[src/rtl/servo_mux_pkg.sv]
package servo_mux_pkg;
    localparam int unsigned SERVO_COUNT = 6;
    localparam int unsigned WIDTH_BITS  = 10;

    typedef enum logic {
        FR_FILL = 1'b0,
        FR_LIVE = 1'b1
    } frame_e;
endpackage

[src/rtl/servo_width_regs.sv]
module servo_width_regs #(
    parameter int unsigned N   = 6,
    parameter int unsigned W   = 10,
    localparam int unsigned CHW = (N > 1) ? $clog2(N) : 1
) (
    input  logic           clk,
    input  logic           rst,
    input  logic           wr_en,
    input  logic [CHW-1:0] wr_addr,
    input  logic [W-1:0]   wr_data,
    input  logic [CHW-1:0] rd_addr,
    output logic [W-1:0]   rd_data
);
    logic [W-1:0] bank_q [N];
    logic [W-1:0] bank_d [N];

    always_comb begin
        for (int i = 0; i < N; i++) begin
            bank_d[i] = bank_q[i];
            if (wr_en && (int'(wr_addr) == i)) begin
                bank_d[i] = wr_data;
            end
        end
    end

    always_ff @(posedge clk) begin
        for (int i = 0; i < N; i++) begin
            if (rst) bank_q[i] <= '0;
            else     bank_q[i] <= bank_d[i];
        end
    end

    always_comb begin
        rd_data = '0;
        for (int i = 0; i < N; i++) begin
            if (int'(rd_addr) == i) rd_data = bank_q[i];
        end
    end
endmodule

[src/rtl/servo_frame_seq.sv]
module servo_frame_seq
    import servo_mux_pkg::*;
#(
    parameter int unsigned N   = 6,
    parameter int unsigned W   = 10,
    localparam int unsigned CHW = (N > 1) ? $clog2(N) : 1
) (
    input  logic           clk,
    input  logic           rst,
    input  logic           en,
    input  logic [W-1:0]   period_i,
    input  logic [W-1:0]   width_i,
    output logic [CHW-1:0] ch_o,
    output logic [N-1:0]   sel_o,
    output logic [W-1:0]   cnt_o,
    output logic [W-1:0]   duty_o
);
    localparam logic [W-1:0]   STEP_LOAD  = W'(0);
    localparam logic [W-1:0]   STEP_SEL   = W'(1);
    localparam logic [W-1:0]   STEP_FORCE = W'(2);
    localparam logic [CHW-1:0] CH_LAST    = CHW'(N - 1);

    typedef struct packed {
        frame_e         frame;
        logic [W-1:0]   cnt;
        logic [W-1:0]   duty;
        logic [W-1:0]   pend;
        logic [N-1:0]   sel;
        logic [CHW-1:0] ch;
    } seq_t;

    seq_t s_q, s_d;
    logic [W-1:0] cmp_per;
    logic         roll;

    always_comb begin
        // A filler frame never matches the period; at its last step the
        // compare is pointed at the live count so the counter wraps at once.
        if (s_q.frame == FR_FILL) begin
            cmp_per = (s_q.cnt == STEP_FORCE) ? s_q.cnt : '1;
        end else begin
            cmp_per = period_i;
        end
        roll = (s_q.cnt >= cmp_per);

        s_d = s_q;
        if (!en) begin
            s_d.frame = FR_FILL;
            s_d.cnt   = '0;
            s_d.duty  = '0;
            s_d.pend  = '0;
            s_d.sel   = '0;
        end else if (roll) begin
            s_d.cnt  = '0;
            s_d.duty = s_q.pend;
            if (s_q.frame == FR_LIVE) begin
                s_d.frame = FR_FILL;
                s_d.sel   = '0;
                s_d.ch    = (s_q.ch == CH_LAST) ? '0 : s_q.ch + 1'b1;
            end else begin
                s_d.frame = FR_LIVE;
                s_d.pend  = '0;
            end
        end else begin
            s_d.cnt = s_q.cnt + 1'b1;
            if (s_q.frame == FR_FILL) begin
                if (s_q.cnt == STEP_LOAD) s_d.pend = width_i;
                if (s_q.cnt == STEP_SEL) begin
                    s_d.sel        = '0;
                    s_d.sel[s_q.ch] = 1'b1;
                end
            end
        end
    end

    always_ff @(posedge clk) begin
        if (rst) begin
            s_q <= '{frame: FR_FILL, cnt: '0, duty: '0, pend: '0, sel: '0, ch: '0};
        end else begin
            s_q <= s_d;
        end
    end

    assign ch_o   = s_q.ch;
    assign sel_o  = s_q.sel;
    assign cnt_o  = s_q.cnt;
    assign duty_o = s_q.duty;

    // no duty is ever live inside a filler frame
    p_fill_zero_r7: assert property (@(posedge clk) disable iff (rst)
        (s_q.frame == FR_FILL) |-> (s_q.duty == '0));

    // selects are cleared on entry to a filler frame
    p_sel_clear_r7: assert property (@(posedge clk) disable iff (rst)
        (en && s_q.frame == FR_LIVE && roll) |=> (s_q.sel == '0));

    // the select never moves inside a live frame
    p_sel_hold_r4: assert property (@(posedge clk) disable iff (rst)
        (en && s_q.frame == FR_LIVE && !roll) |=> $stable(s_q.sel));

    // index steps by one with wrap at the end of a live frame
    p_ch_step_r5: assert property (@(posedge clk) disable iff (rst)
        (en && s_q.frame == FR_LIVE && roll) |=>
        (s_q.ch == (($past(s_q.ch) == CH_LAST) ? '0 : $past(s_q.ch) + 1'b1)));

    // index stays in range
    p_ch_range_r5: assert property (@(posedge clk) disable iff (rst)
        (int'(s_q.ch) < N));

    // disable clears the select and freezes the index
    p_disable_r8: assert property (@(posedge clk) disable iff (rst)
        (!en) |=> ((s_q.sel == '0) && $stable(s_q.ch)));
endmodule

[src/rtl/servo_out_gate.sv]
module servo_out_gate #(
    parameter int unsigned N = 6,
    parameter int unsigned W = 10
) (
    input  logic         clk,
    input  logic         rst,
    input  logic [W-1:0] cnt_i,
    input  logic [W-1:0] duty_i,
    input  logic [N-1:0] sel_i,
    output logic [N-1:0] servo_o
);
    logic pulse;
    assign pulse = (cnt_i < duty_i);

    for (genvar k = 0; k < N; k++) begin : g_line
        assign servo_o[k] = pulse & sel_i[k];
    end

    // at most one servo line is high
    p_onehot_r4: assert property (@(posedge clk) disable iff (rst)
        $onehot0(servo_o));
endmodule

[src/rtl/servo_mux_pwm.sv]
module servo_mux_pwm
    import servo_mux_pkg::*;
#(
    parameter int unsigned N   = SERVO_COUNT,
    parameter int unsigned W   = WIDTH_BITS,
    localparam int unsigned CHW = (N > 1) ? $clog2(N) : 1
) (
    input  logic           clk,
    input  logic           rst,
    input  logic           en,
    input  logic [W-1:0]   period_i,
    input  logic           wr_en,
    input  logic [CHW-1:0] wr_addr,
    input  logic [W-1:0]   wr_data,
    output logic [N-1:0]   servo_o,
    output logic [CHW-1:0] ch_o
);
    logic [W-1:0] width_sel;
    logic [N-1:0] sel;
    logic [W-1:0] cnt;
    logic [W-1:0] duty;

    servo_width_regs #(.N(N), .W(W)) u_regs (
        .clk(clk), .rst(rst), .wr_en(wr_en), .wr_addr(wr_addr),
        .wr_data(wr_data), .rd_addr(ch_o), .rd_data(width_sel)
    );

    servo_frame_seq #(.N(N), .W(W)) u_seq (
        .clk(clk), .rst(rst), .en(en), .period_i(period_i),
        .width_i(width_sel), .ch_o(ch_o), .sel_o(sel),
        .cnt_o(cnt), .duty_o(duty)
    );

    servo_out_gate #(.N(N), .W(W)) u_gate (
        .clk(clk), .rst(rst), .cnt_i(cnt), .duty_i(duty),
        .sel_i(sel), .servo_o(servo_o)
    );
endmodule

[config.mk]
export PLATFORM = sky130hd
export DESIGN_NAME = servo_mux_pwm
export DESIGN_NICKNAME = d
export VERILOG_FILES = /design/src/rtl/servo_mux_pkg.sv /design/src/rtl/servo_width_regs.sv /design/src/rtl/servo_frame_seq.sv /design/src/rtl/servo_out_gate.sv /design/src/rtl/servo_mux_pwm.sv
export SDC_FILE = /design/constraint.sdc
export NUM_CORES = 1
export LEC_CHECK = 0
export BUFFER_PORTS_ARGS = -buffer_cell sky130_fd_sc_hd__buf_2
export CAP_MARGIN = 25
export CORE_UTILIZATION = 60
export CTS_CLUSTER_SIZE = 25
export DETAILED_ROUTE_END_ITERATION = 7
export HOLD_SLACK_MARGIN = 0.03
export PLACE_DENSITY = 0.79
export SLEW_MARGIN = 40
export SYNTH_ARGS = -nofsm -noshare
export SYNTH_HDL_FRONTEND = slang
export SYNTH_HIERARCHICAL = 1
export SYNTH_SLANG_ARGS = --single-unit
[constraint.sdc]
create_clock -name clk -period 3.6 [get_ports clk]
set_input_delay 0.36 -clock clk [delete_from_list [all_inputs] [get_ports clk]]
set_output_delay 0.36 -clock clk [all_outputs]
set_load 0.005 [all_outputs]
## Yosys cells after proc, flatten, opt, wreduce, memory -nomap -nowiden

Memory sizes are Yosys's and may differ from the RTL's.
Index checks and enable logic that the tools add are counted.

| word-level totals | value |
|---|---|
| memories | 1 |
| memory bits (writable) | 60 |
| flip-flop bits (word level) | 40 |
| input bits | 27 |
| word-level logic and storage cells | 92 |

| operators by class | value |
|---|---|
| multiplexer cells | 33 |
| order comparisons | 4 |
| $add $sub $neg | 2 |
| equality and inequality tests | 15 |
| reductions and logical operators | 17 |
| bitwise logic cells | 14 |

Memories:

| memory | depth | bits a word | read ports | clocked after memory_dff | write ports | line | source |
|---|---|---|---|---|---|---|---|
| u_regs.bank_q | 6 | 10 | 6 | 0 | 6 | servo_width_regs.sv:14 | `logic [W-1:0] bank_q [N];` |

Operator list:

| kind | number |
|---|---|
| $mux 10 | 22 |
| $mux 16 | 2 |
| $eq 3x3->1 const B | 9 |
| $add 10x1->10 const B | 1 |
| $eq 10x1->1 const B | 1 |
| $eq 10x2->1 const B | 1 |
| $ge 10x10->1 | 1 |
| $logic_not 10->1 | 1 |
| $lt 10x10->1 | 1 |
| $mux 9 | 1 |
| $logic_and 1x1->1 | 7 |
| $and 1x1->1 | 6 |
| $eq 3x2->1 const B | 2 |
| $logic_not 3->1 | 2 |
| $mux 6 | 1 |
| $or 1x1->1 | 6 |
| $reduce_and 3->1 | 2 |
| $mux 1 | 5 |
| $lt 3x4->1 const B | 1 |
| $reduce_bool 2->1 | 2 |
| $add 3x1->3 const B | 1 |
| $demux 1 s3 | 1 |
| $ge 3x1->1 const B | 1 |
| $mux 3 | 1 |
| 6 further kinds | 7 |

## Longest topological paths before layout

| logic depth | value |
|---|---|
| word-level depth | 10 |
| depth in mapped cells | 13 |
| mapped depth without buffers | 11 |

## Modules after synthesis

The synthesis kept the hierarchy.

By module, submodules not included:

| module | seq. area each (µm²) | cells an instance | area an instance (µm²) | instances |
|---|---|---|---|---|
| servo_width_regs | 1,201.2 | 335 | 2,663.8 | 1 |
| servo_frame_seq | 800.8 | 240 | 2,123.3 | 1 |
| servo_out_gate | 0.0 | 41 | 299.0 | 1 |

## Least setup slack after synthesis

No wires, ideal clock.

| timing path | value |
|---|---|
| kind | register to register |
| start point | reg u_seq.s_q, in the netlist u_seq/cnt_o[5] |
| end point | reg u_seq.s_q, in the netlist u_seq/sel_o[0] |
| cell stages (with the launch flop) | 14 |
| slack | 518 ps |
| required time | 3,538 ps |
| data arrival time | 3,020 ps |
| library setup time | 62 ps |
| path through | dfxtp_1 -> or4_4 -> nor2_4 -> a21oi_1 -> a211o_1 -> ha_1 -> nand2b_1 -> a21o_1 -> a211oi_2 -> and2_1 -> buf_6 -> and3_1 -> buf_4 -> a32o_1 |

| on the way | value |
|---|---|
| word-level cells in the longest chain between the ends | 6 |
| elaborated cells between the ends (all ways) | 10 |
| those cells by class | order compare (1); eq/ne (4); mux (3); reduce/logical (2) |

Ends and longest elaborated chain:

| element | line | source |
|---|---|---|
| start, declared | servo_frame_seq.sv:32 | `seq_t s_q, s_d;` |
| start signal, assigned | servo_frame_seq.sv:78 | `s_q <= '{frame: FR_FILL, cnt: '0, duty: '0, pend: '0, sel: '0, ch: '0};` |
| $eq 10x2->1 | servo_frame_seq.sv:40 | `cmp_per = (s_q.cnt == STEP_FORCE) ? s_q.cnt : '1;` |
| $mux 10 | servo_frame_seq.sv:40 |  |
| $mux 10 | servo_frame_seq.sv:39 | `if (s_q.frame == FR_FILL) begin` |
| $ge 10x10->1 | servo_frame_seq.sv:44 | `roll = (s_q.cnt >= cmp_per);` |
| $ne 2x1->1 (no source line), or another cell as far along | - |  |
| $reduce_and 3->1 (no source line) | - |  |

Parallel ways exist; a longest one is shown, timed or not.
A chain may end at the register's enable or synchronous reset.

## Final worst setup path

| timing path | value |
|---|---|
| start point | reg u_seq.s_q, in the netlist u_seq/cnt_o[5] |
| end point | reg u_seq.s_q, in the netlist u_seq/cnt_o[0] |

| on the way | value |
|---|---|
| word-level cells in the longest chain between the ends | 5 |

Ends and longest elaborated chain:

| element | line |
|---|---|
| $eq 10x2->1 | servo_frame_seq.sv:40 |
| $mux 10 | servo_frame_seq.sv:40 |
| $mux 10 | servo_frame_seq.sv:39 |
| $ge 10x10->1 (*) | servo_frame_seq.sv:44 |
| $reduce_or 3->1 (no source line) (*) | - |

Mark *: on every way between the ends. The rest lies on a longest branch, timed or not.

==> results.cfg <==
[run_status]
status = finished, final reports clean

[cells_and_area]
stdcell_count = 717
layout_common_cells = 148 x nand2_1, 100 x dfxtp_1, 81 x a21oi_1
n_antenna_cell = 0
final_cell_area_um2 = 5250
layout-drive-gt1-share = 0.137
fillers = 695
layout.nets = 657
final_common_cell = nand2_1
multi_input_comb_area_um2 = 2630
seqCellArea_um2 = 2000
syn_to_final_growth_pct = 3.25

[routing]
drt_iter0_markers = 254
drtPass1Iterations = 5
drc_errors = 0
post_drt_wl_per_cell_um = 16.3
viasPerCell = 5.99
wl_um = 11700
num_vias = 4294
antenna_left = 0

[clock_tree]
cts_tree = yes
cts_made_buffers = 9
cts_buffer_depth = 2
clock_sinks = 100
clkTransAtPathRegs_ns = 0.10
cts_max_level = 3
cts-root-buf = clkbuf_8
cts_setup_buffers = 0
clock_latency_ns = 0.37
postCtsHoldBufs = 0

[place]
placedCellCount = 701
placed_area_um2 = 5070
port_buffers = 35
hpwl_um = 8240
gp_congestion = 0.886

[critical_path]
critPathLaunchType = flop
crit_type = flop to flop
cp_num_buf_inv = 1
r2r_slack_ns = 0.28
worst_ep_required_time_ns = 3.90
crit_chain = or4_4 -> nor2_4 -> a21oi_1 -> a211o_1 -> ha_1 -> nand2b_1 -> a21o_1 -> a211oi_2 -> and2_2 -> buf_4 -> nand2_2 -> nor2_1
cp-end-kind = flop
worstReg2RegStart = u_seq/cnt_o[5]
crit_fanout = 13
worstPathArrival_ns = 3.63
startpoint = u_seq/cnt_o[5]
cp_num_cells = 12
cpLargestDelayFamily = simple AND/OR/NAND/NOR gates
crit_path_max_incr_delay_ns = 0.57
worst_path_max_delay_cell = or4_4
worstRegToRegCells = 12

[global_routing]
grt_max_degree = 65
overflow = 0
grt_usage = 0.279
grt_pass1_vias = 4008
antenna_found_initial = 0
grt_pass1_wl_um = 19000

[hold_path]
min_from = wr_data[6]
hold_class = primary input to flop
hold_depth = 3

[run]
drv_cap = 0

[sta]
worst_pin_slew_ns = 0.700
setup_viol = 0
fin_crit_ns = 3.32
clock_skew_ns = 0.0107
maxSlewViolCount = 0
rsz0062_at_grt = false
post-route-period-util = 0.923
hold_slack_ns = 0.266
hold_viol = 0
finalSetupTns_ns = 0
slew_headroom = 0.527
max_freq_mhz = 301

[yosys]
synth_top_area_share = 0.394
synth-seq-area-share = 0.394
synthesis.area_um2 = 5090
synth_cell_types = 53
synth-seq-cells = 100
async_flop_share = 0
ys.flop_type = dfxtp_1
synth-edff-count = 0
synth_fp_nets = 666
ys_warn_count = 6
syn_inst = 616
ys_top_cells_by_area = dfxtp_1 39%, nand2_1 11%, a21oi_1 8.0%
yosys.area.top_type = dfxtp_1
avgSynthCellArea_um2 = 8.26

[pwr]
total_power_mw = 1.93
power.leakage_nw = 1.88
powerDensity_nw_per_um2 = 367
ir_drop_mv = 0.357

[floorplanning]
pin_count = 36
core-area_um2 = 8220
fp.dieW_um = 94.1
start_util = 0.619
rows = 33
die_h_um = 94.1
fp.dieArea_um2 = 8850
==> repair_timing <==
item | in CTS | in global routing
endpoints found under the hold margin | 0 | 0
resized for setup | 0 | 1
setup endpoints to repair | 0 | 2
==> final timing paths <==
kind,to
min,u_regs/bank_q[0][16]
max,u_seq/cnt_o[0]
max reg2reg,u_seq/cnt_o[0]
min reg2reg,u_regs/bank_q[1][12]
==> kinds of logic (layout without fill, tap and decap cells) <==
kind of cell    after synthesis  count (layout)  share of synthesized area
compound gates              147             147                      0.183
xor+xnor                      9               9                     0.0155
fa+ha+maj                    23              23                     0.0566
buf+inv                      80              76                     0.0900
flops                       100             100                      0.394
mux                          20              20                     0.0413
simple gates                237             237                      0.220
==> cell type report <==
class | count | share of cell area
clock buffers | 9 | 0.0236
clock inverters | 7 | 0.0110
inverters | 15 | 0.0107
multi-input cells | 436 | 0.501
flip-flops and latches | 100 | 0.381
well taps | 105 | 0.0250
repair buffers | 45 | 0.0477
==> synth_stat cells (4+ instances only) <==
master and n:
a32oi_1 10, nor2_1 29, ha_1 23, o32ai_1 6, a21oi_1 81, a211oi_1 7
nand2_1 148, a32o_1 6, nand3_1 5, xor2_1 4, o21ai_0 13, buf_4 34
nand2b_1 5, buf_2 12, nor3_1 6, and3_1 4, mux2_2 8, dfxtp_1 100
inv_1 15, xnor2_1 5, nand3b_1 6, mux2i_1 12, clkbuf_1 16, nor2b_1 7
o22ai_1 6, nand4_1 4, a221oi_1 6
==> metrics by stage <==
stage                util  setup slack, ns
finish              0.639            0.275
global route        0.639           0.0721
detailed placement  0.617            0.239
global placement    0.617            0.381
CTS                 0.639            0.223
floorplan               -            0.518
==> power by group <==
part	internal [mW]	switching, mW	total (mW)
Clock	0.261	0.411	0.672
Sequential	1.12	0.00957	1.13
Combinational	0.0424	0.0811	0.124
==> worst min-delay path, stage by stage <==
cell and delay (ns):
buf_2 0.13, nand2_1 0.06, a21oi_1 0.05
==> layer usage <==
layer,up-vias,part of all wire,GRT usage
met4,0,0.020,0.0936
li1,2104,-,-
met5,-,0,0
met1,2034,0.43,0.328
met2,132,0.51,0.503
met3,24,0.045,0.0526
==> flip-flops by register name, indices dropped and copies added (netlist names) <==
signal,flops
u_regs/bank_q,60
u_seq/s_q,11
u_seq/cnt_o,10
u_seq/duty_o,10
u_seq/sel_o,6
u_seq/ch_o,3
(Power assumes the default switching activity.)
